$ cat src/rtl/ps_pkg.sv
// Package: shared types for the posted-CAS scheduler.
// Assumes a fixed bank-address width across the block.
package ps_pkg;
    localparam int PS_BA_W = 3;

    // One pending column command
    typedef struct packed {
        logic               vld;
        logic               wr;
        logic [PS_BA_W-1:0] ba;
    } ps_ent_t;
endpackage

$ cat src/rtl/ps_cmd_decode.sv
// Module: ps_cmd_decode
// Purely combinational decode of the sampled command pins into a
// column command entry. Only read and write columns are flagged valid;
// all other patterns produce an empty entry.
// Assumes the pins are stable around the rising edge that samples them.
module ps_cmd_decode
    import ps_pkg::*;
(
    input  logic               cs_n,
    input  logic               ras_n,
    input  logic               cas_n,
    input  logic               we_n,
    input  logic [PS_BA_W-1:0] ba,
    output ps_ent_t            ent
);
    logic col_cmd;

    // Column command: selected, row strobe idle, column strobe active
    always_comb begin
        col_cmd = !cs_n && ras_n && !cas_n;
        ent.vld = col_cmd;
        ent.wr  = col_cmd && !we_n;
        ent.ba  = col_cmd ? ba : '0;
    end
endmodule

$ cat src/rtl/ps_lat_line.sv
// Module: ps_lat_line
// A delay line of DEPTH slots that shifts toward slot 0 on every edge.
// A new entry is written into slot push_idx and therefore reaches the
// head push_idx edges later. Several entries can be in flight at once.
// Assumes the caller never places two entries in the same slot in the
// same cycle; the assertion below guards that.
module ps_lat_line
    import ps_pkg::*;
#(
    parameter  int DEPTH = 4,
    localparam int IDX_W = (DEPTH > 1) ? $clog2(DEPTH) : 1
) (
    input  logic             clk,
    input  logic             rst_n,
    input  ps_ent_t          push_ent,
    input  logic [IDX_W-1:0] push_idx,
    output ps_ent_t          head
);
    ps_ent_t q       [DEPTH];
    ps_ent_t shifted [DEPTH];
    ps_ent_t nxt     [DEPTH];

    // Shift network: slot g takes slot g+1, the top slot empties
    for (genvar g = 0; g < DEPTH; g++) begin : g_shift
        if (g == DEPTH - 1) begin : g_top
            assign shifted[g] = '0;
        end else begin : g_mid
            assign shifted[g] = q[g+1];
        end
    end

    // Next state: the shifted line plus the new entry at its slot
    always_comb begin
        for (int i = 0; i < DEPTH; i++) nxt[i] = shifted[i];
        if (push_ent.vld) nxt[push_idx] = push_ent;
    end

    // Slot registers with synchronous reset
    always_ff @(posedge clk) begin
        if (!rst_n) begin
            for (int i = 0; i < DEPTH; i++) q[i] <= '0;
        end else begin
            for (int i = 0; i < DEPTH; i++) q[i] <= nxt[i];
        end
    end

    assign head = q[0];

    // The new entry must not land on one that is already in flight
    assert_slot_free_R9: assert property (@(posedge clk) disable iff (!rst_n)
        push_ent.vld |-> !shifted[push_idx].vld);

    // The requested slot must exist
    assert_idx_range_R4: assert property (@(posedge clk) disable iff (!rst_n)
        push_ent.vld |-> ({1'b0, push_idx} < (IDX_W+1)'(DEPTH)));
endmodule

$ cat src/rtl/ps_burst_gen.sv
// Module: ps_burst_gen
// Opens a data window one edge after a start entry is seen and holds it
// for BL/2 cycles. The beat index steps by two per cycle. A start that
// arrives in a window's last cycle chains straight into a new window.
// Assumes starts are spaced at least BL/2 cycles apart.
module ps_burst_gen
    import ps_pkg::*;
#(
    parameter  int BL_MAX = 8,
    localparam int BEAT_W = $clog2(BL_MAX),
    localparam int CYC_W  = (BL_MAX > 4) ? $clog2(BL_MAX/2) : 1
) (
    input  logic               clk,
    input  logic               rst_n,
    input  ps_ent_t            start,
    input  logic               bl8,
    output logic               rd_win,
    output logic               wr_win,
    output logic [BEAT_W-1:0]  beat,
    output logic [PS_BA_W-1:0] win_ba
);
    logic             act;
    logic             typ_wr;
    logic [CYC_W-1:0] rem;

    // Window state: load on start, step the beat, close when done
    always_ff @(posedge clk) begin
        if (!rst_n) begin
            act    <= 1'b0;
            typ_wr <= 1'b0;
            beat   <= '0;
            rem    <= '0;
            win_ba <= '0;
        end else if (start.vld) begin
            act    <= 1'b1;
            typ_wr <= start.wr;
            beat   <= '0;
            rem    <= bl8 ? CYC_W'(BL_MAX/2 - 1) : CYC_W'(BL_MAX/4 - 1);
            win_ba <= start.ba;
        end else if (act && rem != '0) begin
            beat <= beat + BEAT_W'(2);
            rem  <= rem - CYC_W'(1);
        end else begin
            act    <= 1'b0;
            beat   <= '0;
            win_ba <= '0;
        end
    end

    // Window outputs split by type
    assign rd_win = act && !typ_wr;
    assign wr_win = act && typ_wr;

    // A start opens a window at beat 0 on the next cycle
    assert_beat_zero_R7: assert property (@(posedge clk) disable iff (!rst_n)
        start.vld |=> (beat == '0 && (rd_win || wr_win)));

    // Inside a window the beat index advances by one pair per cycle
    assert_beat_step_R7: assert property (@(posedge clk) disable iff (!rst_n)
        (act && rem != '0 && !start.vld) |=> (beat == $past(beat) + BEAT_W'(2)));

    // After the last pair the window closes unless a new burst chains in
    assert_burst_end_R8: assert property (@(posedge clk) disable iff (!rst_n)
        (act && rem == '0 && !start.vld) |=> (!rd_win && !wr_win && beat == '0));
endmodule

$ cat src/rtl/posted_cas_sched.sv
// Module: posted_cas_sched (top)
// Decodes column commands and holds each one for AL edges in an issue
// line before pulsing it out. It then places the issued command in a
// data line, so the window opens after RL edges for a read and after
// RL-1 edges for a write.
// Assumes al, cl and bl8 stay stable while any command is pending, with
// al in 0..AL_MAX and cl in 3..CL_MAX.
module posted_cas_sched
    import ps_pkg::*;
#(
    parameter  int AL_MAX  = 4,
    parameter  int CL_MAX  = 5,
    parameter  int BL_MAX  = 8,
    localparam int AL_W    = $clog2(AL_MAX + 1),
    localparam int CL_W    = $clog2(CL_MAX + 1),
    localparam int BEAT_W  = $clog2(BL_MAX),
    localparam int IL_DEP  = AL_MAX + 1,
    localparam int IL_IW   = (IL_DEP > 1) ? $clog2(IL_DEP) : 1,
    // Read: issue register, data line and window register add up to CL
    localparam int RD_SKEW = 2,
    // Write: one edge less than read
    localparam int WR_SKEW = RD_SKEW + 1,
    localparam int DL_DEP  = CL_MAX - RD_SKEW + 1,
    localparam int DL_IW   = (DL_DEP > 1) ? $clog2(DL_DEP) : 1
) (
    input  logic               clk,
    input  logic               rst_n,
    input  logic               cs_n,
    input  logic               ras_n,
    input  logic               cas_n,
    input  logic               we_n,
    input  logic [PS_BA_W-1:0] ba,
    input  logic [AL_W-1:0]    al,
    input  logic [CL_W-1:0]    cl,
    input  logic               bl8,
    output logic               rd_issue,
    output logic               wr_issue,
    output logic [PS_BA_W-1:0] issue_ba,
    output logic               rd_win,
    output logic               wr_win,
    output logic [BEAT_W-1:0]  beat,
    output logic [PS_BA_W-1:0] win_ba
);
    ps_ent_t          cmd_ent;
    ps_ent_t          issue_head;
    ps_ent_t          data_head;
    logic [IL_IW-1:0] il_idx;
    logic [CL_W-1:0]  skew;
    logic [DL_IW-1:0] dl_idx;

    ps_cmd_decode u_dec (
        .cs_n  (cs_n),
        .ras_n (ras_n),
        .cas_n (cas_n),
        .we_n  (we_n),
        .ba    (ba),
        .ent   (cmd_ent)
    );

    // Issue slot: the command reaches the head AL edges after sampling
    assign il_idx = IL_IW'(al);

    ps_lat_line #(.DEPTH(IL_DEP)) u_issue (
        .clk      (clk),
        .rst_n    (rst_n),
        .push_ent (cmd_ent),
        .push_idx (il_idx),
        .head     (issue_head)
    );

    // Issue pulses and bank
    assign rd_issue = issue_head.vld && !issue_head.wr;
    assign wr_issue = issue_head.vld && issue_head.wr;
    assign issue_ba = issue_head.ba;

    // Data slot: the remaining CL (read) or CL-1 (write) edges
    always_comb begin
        skew   = issue_head.wr ? CL_W'(WR_SKEW) : CL_W'(RD_SKEW);
        dl_idx = DL_IW'(cl - skew);
    end

    ps_lat_line #(.DEPTH(DL_DEP)) u_data (
        .clk      (clk),
        .rst_n    (rst_n),
        .push_ent (issue_head),
        .push_idx (dl_idx),
        .head     (data_head)
    );

    ps_burst_gen #(.BL_MAX(BL_MAX)) u_burst (
        .clk    (clk),
        .rst_n  (rst_n),
        .start  (data_head),
        .bl8    (bl8),
        .rd_win (rd_win),
        .wr_win (wr_win),
        .beat   (beat),
        .win_ba (win_ba)
    );

    // Reset leaves no issue pulse and no window in the next cycle
    assert_reset_clear_R10: assert property (@(posedge clk)
        !rst_n |=> (!rd_issue && !wr_issue && !rd_win && !wr_win));

    // Column commands are at least two cycles apart, so each issue is one pulse
    assert_issue_pulse_R4: assert property (@(posedge clk) disable iff (!rst_n)
        (rd_issue || wr_issue) |=> !(rd_issue || wr_issue));
endmodule

$ cat config.mk
export PLATFORM = sky130hd
export DESIGN_NAME = posted_cas_sched
export DESIGN_NICKNAME = d
export VERILOG_FILES = /design/src/rtl/ps_pkg.sv /design/src/rtl/ps_cmd_decode.sv /design/src/rtl/ps_lat_line.sv /design/src/rtl/ps_burst_gen.sv /design/src/rtl/posted_cas_sched.sv
export SDC_FILE = /design/constraint.sdc
export NUM_CORES = 1
export LEC_CHECK = 0
export ABC_AREA = 1
export BUFFER_PORTS_ARGS = -buffer_cell sky130_fd_sc_hd__clkbuf_2
export CORE_UTILIZATION = 60
export DETAILED_ROUTE_END_ITERATION = 8
export PLACE_DENSITY_LB_ADDON = 0.08
export SLEW_MARGIN = 10
export SYNTH_ARGS = -nofsm -noshare
export SYNTH_HDL_FRONTEND = slang
export SYNTH_SLANG_ARGS = --single-unit
$ cat constraint.sdc
create_clock -name clk -period 4.1 [get_ports clk]
set_clock_uncertainty 0.05 [all_clocks]
set_input_delay 0.82 -clock clk [delete_from_list [all_inputs] [get_ports clk]]
set_output_delay 0.82 -clock clk [all_outputs]
set_load 0.02 [all_outputs]
# [Word level (Yosys, flattened, before mapping)]
# Memories as Yosys holds them, arrays and structs flattened.
# Index checks and enable logic that the tools add are counted.
[op_classes] addsub=3 mux=28 n_bitwise=13 eq_ne=1 order_cmp=4 reduce_logical=18
[ops] op="$mux 5" count=11
[ops] op="$bwmux 25" count=1
[ops] op="$mux 25" count=1
[ops] op="$bwmux 20" count=1
[ops] op="$mux 20" count=1
[ops] op="$demux 5 s3" count=1
[ops] op="$demux 5 s2" count=1
[ops] op="$logic_and 1x1->1" count=10
[ops] op="$mux 3" count=3
[ops] op="$or 1x1->1" count=9
[ops] op="$mux 2" count=3
[ops] op="$logic_not 1->1" count=5
[ops] op="$mux 1" count=5
[ops] op="$ge 4x4->1 const B" count=1
[ops] op="$lt 4x1->1 const B" count=1
[ops] op="$not 3->4" count=1
[ops] op="$reduce_bool 2->1" count=2
[ops] op="$add 3x2->3 const B" count=1
[ops] op="$ge 3x3->1 const B" count=1
[ops] op="$lt 3x1->1 const B" count=1
[ops] op="$not 2->3" count=1
[ops] op="$reduce_or 3->1" count=1
[ops] op="$ne 2x2->1 const B" count=1
[ops] op="$not 1->1" count=2
[ops] op="other kinds (2)" count=2
[totals] output_inout_bits=13 n_memories=2 regBits=10 mem_bits_rw=45 input_bits=16 wordCells=74
[mem_list] memory="u_issue.q" words=5 width=5 rd=5 rd_ports_with_merged_regs=0 wr=5 line_no="ps_lat_line.sv:19" rtl="ps_ent_t q [DEPTH];"
[mem_list] memory="u_data.q" words=4 width=5 rd=4 rd_ports_with_merged_regs=0 wr=4 line_no="ps_lat_line.sv:19"

# [Logic depth before layout (Yosys ltp)]
# Gate-level depths: netlist of run 1.
# An unclocked memory read counts as a cell.
[logic_depth] word_depth=11 ltp_mapped=8 mapped_depth_nobuf=8

# [Modules after synthesis]
# A second synthesis of run 1 with hierarchy kept.
[unflattened] cells_unflattened=313 hier_area_um2=2322.2
[by_module_without_submodules] module="ps_lat_line (u_issue)" seq_area_each_um2=500.5 n_inst=1 area_each_um2=1007.2 cells_per_inst=131
[by_module_without_submodules] module="ps_lat_line (u_data)" seq_area_each_um2=400.4 n_inst=1 area_each_um2=807.0 cells_per_inst=105
[by_module_without_submodules] module="ps_burst_gen" seq_area_each_um2=180.2 n_inst=1 area_each_um2=399.1 cells_per_inst=53
[by_module_without_submodules] module="ps_cmd_decode" seq_area_each_um2=0.0 n_inst=1 area_each_um2=55.1 cells_per_inst=12
[by_module_without_submodules] module="posted_cas_sched" seq_area_each_um2=0.0 n_inst=1 area_each_um2=53.8 cells_per_inst=12

# [Worst setup path after synthesis of run 1]
# No wires, ideal clock.
[synth_path] kind="input -> register" start="input cl[0]" end="memory u_data.q[1][0] (netlist name)" path_slack_ns=2.274 setup_time_ns=0.115 t_required_ns=3.935 arrival_time_ns=1.661 path_stages=6 n_path_buf=0 path_cell_list="inv_1 ha_1 nor2_2 nand3_1 nand2_1 nor2_1"
[synth_rtl] element="from (decl)" line_no="posted_cas_sched.sv:34" rtl="input logic [CL_W-1:0] cl,"
[synth_rtl] element="to (decl)" line_no="ps_lat_line.sv:19"

==> results of run 1 <==
## metrics by stage
stage	hold slack [ps]	cell area, um2
after floorplan	363.0	2150
after global placement	364.5	2260
after detailed placement	373.9	2260
after CTS	412.4	2335
after global routing	434.1	2335
final	409.1	2335
## synth_stat cells (2+ instances only)
master	number
nor2_1	73
dfxtp_1	54
nand2_1	50
nand3_1	29
inv_1	25
a21oi_1	19
buf_4	7
nor2_2	6
buf_2	5
inv_2	3
nand3_2	3
o21ai_0	3
ha_1	2
nand2_2	2
## power by group through the flow
stage / clock, mW / combinational, mW / sequential [mW]
6_report: 0.284 / 0.0515 / 0.529
5_1_grt: 0.308 / 0.0579 / 0.530
4_1_cts: 0.289 / 0.0514 / 0.529
3_5_place_dp: 0 / 0.0512 / 0.540
3_3_place_gp: 0 / 0.0497 / 0.540
2_1_floorplan: 0 / 0.0381 / 0.540
## final timing paths
| check | end | depth (start not counted) |
|---|---|---|
| hold / removal | u_burst.win_ba[2] | 2 |
| setup reg to reg | u_data.q[1][0] | 5 |
| hold reg to reg | u_burst.win_ba[2] | 2 |
| setup / recovery | rd_issue | 3 |
## logic make-up after synthesis
logic type / after synthesis
compound gates: 22
xor+xnor: 1
fa+ha+maj: 2
buf+inv: 40
flops: 54
other cells: 1
simple gates: 168
## routing by layer
layer  up-vias  wire length (um)  GRT usage  part of all wire
met5         -                 0          0                 0
met4         0                48    0.09206             0.013
met3         7               170    0.06625             0.045
met2        41              1745     0.3502              0.46
met1       789              1832     0.2689              0.48
li1        930                 -          -                 -
## sequential cells by signal, indices dropped and copies added, names as in the netlist
register / cells
u_issue.q: 25
u_data.q: 20
u_burst.typ_wr: 1
u_burst.act: 1
u_burst.beat: 2
u_burst.rem: 2
u_burst.win_ba: 3
## cell type report
| class | instances | area share |
|---|---|---|
| clock buffers | 7 | 0.01929 |
| flip-flops and latches | 54 | 0.4630 |
| multi-input cells | 194 | 0.3794 |
| clock inverters | 1 | 0.01286 |
| repair buffers | 26 | 0.05573 |
| well taps | 46 | 0.02465 |
| inverters | 28 | 0.04502 |
## critical path: stages, from the launching register on
cell and delay, ps:
dfxtp_1 390, inv_1 80, nor2_1 110, clkbuf_2 180
==> impl_metrics.ini, run 1 <==
[global_routing]
overflow = 0
track_usage = 0.2166
grt_pass1_vias = 1426
grt_pass1_wl_um = 5947
antenna_found_initial = 0
grt_max_degree = 36

[cells_and_area]
seqCellArea_mm2 = 0.001081
layout_commonest_cell = nor2_1
finalNetCount = 327
drive_gt1_frac = 0.1581
multiInputGateArea_um2 = 885.9
antenna_cells = 0
area.growth.synth_to_final_pct = 8.615
fill_cells = 313
final_util = 0.6888
final_cell_mix = nor2_1 (73), dfxtp_1 (54), nand2_1 (50), nand3_1 (29), clkbuf_2 (26)
final_cells = 356

[yosys]
synth-seq-area-share = 0.5029
yosys_warnings = 0
synth_top_area_share = 0.5029
synthAdderAreaFrac = 0.01164
ys_ff_latch = 54
synth-simple-area-share = 0.3434
syn_area_per_cell_um2 = 7.464
synth-compound-area-share = 0.05122
ys_types = 21
syn_inst = 288
ys_top_cells_by_area = dfxtp_1 (50%), nor2_1 (13%), nand2_1 (8.7%)
synth_edf_count = 0
yosys.area.top_type = dfxtp_1
synth_area_mm2 = 0.002150
synth_ff_type = dfxtp_1
synth.mux.area_fraction = 0
synth_top_family_by_area = simple AND/OR/NAND/NOR gates
postSynth.asyncResetShare = 0
synth_fp_nets = 306
synth_xor_area_frac = 0.004075

[clock_network]
cts_buffer_depth = 2
cts_tree = built
post_cts_resized = 0
cts-root-buf = clkbuf_4
post_cts_buffers = 0
clk_pin_slew_worst_paths_ps = 140
numCtsBuffers = 5
hold_buffers = 0
worstSkewPairLatency_ps = 370
cts_sinks = 54
htreeDepth = 2

[power_and_ir_drop]
pwr-share-comb = 0.060
power.density_mw_per_mm2 = 370.3
ir_drop_uv = 247.1
switching_power_mw = 0.1918
power.total_mw = 0.8646
swShare = 0.2219
clock_power_share = 0.329
p_leak_nw = 1.032
pwr-share-seq = 0.612
internal_power_mw = 0.6728

[placement]
dp_hpwl_um = 2581
dp_slack_ps = 1994
gp_congestion = 0.7487
post-place-cells = 348
port_buffers = 26

[hold_path]
hold_path.class = reg -> reg
hp-start = u_data.q[0][2]

[floorplanning]
design.die.area_mm2 = 0.003826
die_w_um = 61.86
core.rowCount = 21
start_util = 0.6342
chipHeight_um = 61.86
coreArea_mm2 = 0.003390
io_pins = 29

[detailed_routing]
detail_route.wl_per_cell_um = 10.67
vias = 1767
via_per_inst = 4.963
first_pass_iters = 4
antenna_left = 0
drc_errors = 0
drt_wl_total_um = 3797
drtIter0Drc = 49

[run_status]
status = complete, no violations

[timing]
rsz0062_at_grt = no
setup_violations = 0
final_hold_viol_count = 0
fmax_mhz = 502.0
worst_pin_slew_ps = 735.1
slew_headroom = 0.5099
worst_slack_ps = 2108
min_period_over_period = 0.4859
slew_viol_final = 0
min_period_ps = 1992
setup_tns_ps = 0

[job]
cap_violations = 0

[setup_path]
critPathLaunchType = register
critPathKind = reg -> out
cp.arrival_ps = 1120
r2r_slack_ps = 2540
path_max_fanout = 3
crit_required_ps = 3230
setup.worst_path.start = u_issue.q[0][4]
critPathCaptureType = output port
r2r_start = u_issue.q[0][3]
(Power assumes the default switching activity.)
==> run 2, diff against run 1 <==
--- a/config.mk
+++ b/config.mk
@@ -5,9 +5,9 @@
 export SDC_FILE = /design/constraint.sdc
 export NUM_CORES = 1
 export LEC_CHECK = 0
-export ABC_AREA = 1
+export ABC_AREA = 0
 export BUFFER_PORTS_ARGS = -buffer_cell sky130_fd_sc_hd__clkbuf_2
-export CORE_UTILIZATION = 60
+export CORE_UTILIZATION = 55
 export DETAILED_ROUTE_END_ITERATION = 8
 export PLACE_DENSITY_LB_ADDON = 0.08
 export SLEW_MARGIN = 10
==> constraint.sdc (replaced) <==
create_clock -name clk -period 1.9 [get_ports clk]
set_clock_uncertainty 0.05 [all_clocks]
set_input_delay 0.38 -clock clk [delete_from_list [all_inputs] [get_ports clk]]
set_output_delay 0.38 -clock clk [all_outputs]
set_load 0.02 [all_outputs]
==> run 2 against run 1 <==
Clock power grew 110%. Global-route usage shrank 3.3 points. Register-to-register slack lost 2200 ps. Routed wire length shrank 17%. Sequential share of layout area grew 1.6 points. Worst hold slack lost 230 ps. Combinational power grew 32%. Area after synthesis shrank 5.3%. Die area grew 3.2%. Critical path type is now reg -> reg. Highest routed layer unchanged.
==> impl_metrics.ini, run 2 <==
[cells_and_area]
final_cell_mix = dfxtp_1 (54), nand2_1 (40), mux2i_1 (29), clkbuf_2 (26), and2_1 (10)
fill_cells = 296
final_cell_area_mm2 = 0.002255
seqCellArea_mm2 = 0.001081
finalNetCount = 238
largest_reg_flops = 25
final_cells = 266
reg_top3 = u_issue.q x25, u_data.q x20, u_burst.win_ba x3
drive_gt1_frac = 0.1773
top_register = u_issue.q
antenna_cells = 0
layout_commonest_cell = dfxtp_1
area.growth.synth_to_final_pct = 10.76
final_util = 0.6550
multiInputGateArea_um2 = 857.1

[placement]
post_dp_cell_area_mm2 = 0.002171
port_buffers = 26
dp_hpwl_um = 2378
gp_congestion = 0.7296
post-place-cells = 259

[floorplanning]
die_w_um = 62.84
design.die.area_mm2 = 0.003949
coreArea_mm2 = 0.003442
chipHeight_um = 62.84
io_pins = 29
start_util = 0.5914
core.rowCount = 21

[setup_path]
max_stage_delay_ps = 510
cp.arrival_ps = 1690
critical_path_buf_inv_count = 0
worstPathCellList = ha_1, xnor2_1, or3b_1, mux2i_1
r2r-end = u_data.q[1][0]
r2r_start = u_issue.q[0][3]
r2r_cells = 4
critPathCaptureType = register
worst_path_max_delay_cell = or3b_1
critPathLaunchType = register
r2r_slack_ps = 350
path_delay_family = simple AND/OR/NAND/NOR gates
critPathKind = reg -> reg
path_max_fanout = 5
crit_required_ps = 2040

[yosys]
synthTopCellsByCount = dfxtp_1 (54), nand2_1 (40), mux2i_1 (29), and2_1 (10)
synth_edf_count = 0
ys_types = 30
syn_area_per_cell_um2 = 10.28
synth_most_common_cell = dfxtp_1
yosys_warnings = 0
synth_area_mm2 = 0.002036
ys_top_cells_by_area = dfxtp_1 (53%), mux2i_1 (14%), nand2_1 (7.4%)
synth_ff_type = dfxtp_1
yosys.area.top_type = dfxtp_1
synth_top_area_share = 0.5310
synth_fp_nets = 216
syn_inst = 198
ys_ff_latch = 54
synth-seq-area-share = 0.5310
postSynth.asyncResetShare = 0

[timing]
setup_violations = 0
slew_headroom = 0.6424
fmax_mhz = 643.8
min_period_ps = 1553
min_period_over_period = 0.8176
slew_viol_final = 0
final_hold_viol_count = 0
setup_tns_ps = 0
holdWs_ps = 179.4
worst_pin_slew_ps = 536.4
rsz0062_at_grt = no

[detailed_routing]
vias = 1336
detail_route.wl_per_cell_um = 11.82
drtIter0Drc = 61
drt_wl_total_um = 3144
via_per_inst = 5.023
first_pass_iters = 4
drc_errors = 0
antenna_left = 0

[clock_network]
cts_tree = built
post_cts_buffers = 0
htreeDepth = 2
hold_buffers = 0
cts_buffer_depth = 2
numCtsBuffers = 5
cts-root-buf = clkbuf_8
cts_sinks = 54
post_cts_resized = 0
clk_pin_slew_worst_paths_ps = 90
worstSkewPairLatency_ps = 300

[job]
cap_violations = 0

[hold_path]
min_delay_worst_endpoint = u_issue.q[0][23]
hold_path.class = in -> reg
hp-start = we_n
hold_path_depth = 2

[global_routing]
overflow = 0
grt_pass1_wl_um = 5561
track_usage = 0.1839
grt_pass1_vias = 1339
antenna_found_initial = 0
grt_max_degree = 33

[power_and_ir_drop]
p_leak_nw = 0.9736
ir_drop_uv = 543.0
power.density_mw_per_mm2 = 804.1

[run_status]
status = complete, no violations
==> run 2: changes by cell type after synthesis, moves of 18 or more <==
cell / delta
a21oi_1: -18
inv_1: -19
mux2i_1: +29
nand3_1: -29
nor2_1: -71
==> run 2: worst reg2reg max path, delay by kind of cell (launching register included) <==
| kind | cells | cell delay [ps] |
|---|---|---|
| and+or+nand+nor | 1 | 510 |
| DFF | 1 | 360 |
| adders and majority gates | 1 | 200 |
| muxes | 1 | 170 |
| xor gates and xnor gates | 1 | 160 |
==> run 2: where the power goes <==
part | leakage (nW) | switching, mW | internal [mW]
logic | 0.502 | 0.0396 | 0.0285
clock network | 0.0362 | 0.356 | 0.252
registers | 0.435 | 0.00185 | 1.13
==> run 2: kinds of logic (layout without fill, tap and decap cells) <==
| logic type | Yosys count | in the layout | synth area share |
|---|---|---|---|
| simple gates | 76 | 76 | 0.2041 |
| flops | 54 | 54 | 0.5310 |
| mux | 29 | 29 | 0.1426 |
| buf+inv | 20 | 42 | 0.04794 |
| compound gates | 13 | 13 | 0.04733 |
| xor+xnor | 3 | 3 | 0.01291 |
| fa+ha+maj | 2 | 2 | 0.01229 |
| other cells | 1 | 1 | 0.001842 |
==> run 2: worst max-delay path by stage <==
stage | from | endpoint | slack (ps) | depth (start not counted)
after floorplan | cl[0] | u_data.q[1][0] | 390 | 6
after global placement | cl[0] | u_data.q[1][2] | 230 | 6
after detailed placement | cl[0] | u_data.q[1][0] | 190 | 6
after CTS | u_issue.q[0][3] | u_data.q[1][0] | 340 | 4
after global routing | u_issue.q[0][3] | u_data.q[1][2] | 240 | 4
final | u_issue.q[0][3] | u_data.q[1][0] | 350 | 4
==> run 2: final cells by class <==
class | count | share of cell area
flip-flops and latches | 54 | 0.4795
multi-input cells | 124 | 0.3801
repair buffers | 29 | 0.06770
clock buffers | 5 | 0.03052
well taps | 46 | 0.02553
inverters | 6 | 0.009989
clock inverters | 2 | 0.006659
==> run 2: metrics by stage <==
stage | worst slack, ps | power (mW)
detailed placement | 191.2 | 1.232
floorplan | 387.4 | 1.207
global placement | 226.1 | 1.230
global route | 240.1 | 1.880
finish | 346.6 | 1.813
CTS | 337.5 | 1.838
==> run 2: per-layer routing <==
metal / wire, um / GRT usage / up-vias
li1: - / - / 690
met1: 1328 / 0.1730 / 616
met2: 1642 / 0.3587 / 22
met3: 99 / 0.05474 / 8
met4: 74 / 0.08140 / 0
met5: 0 / 0 / -
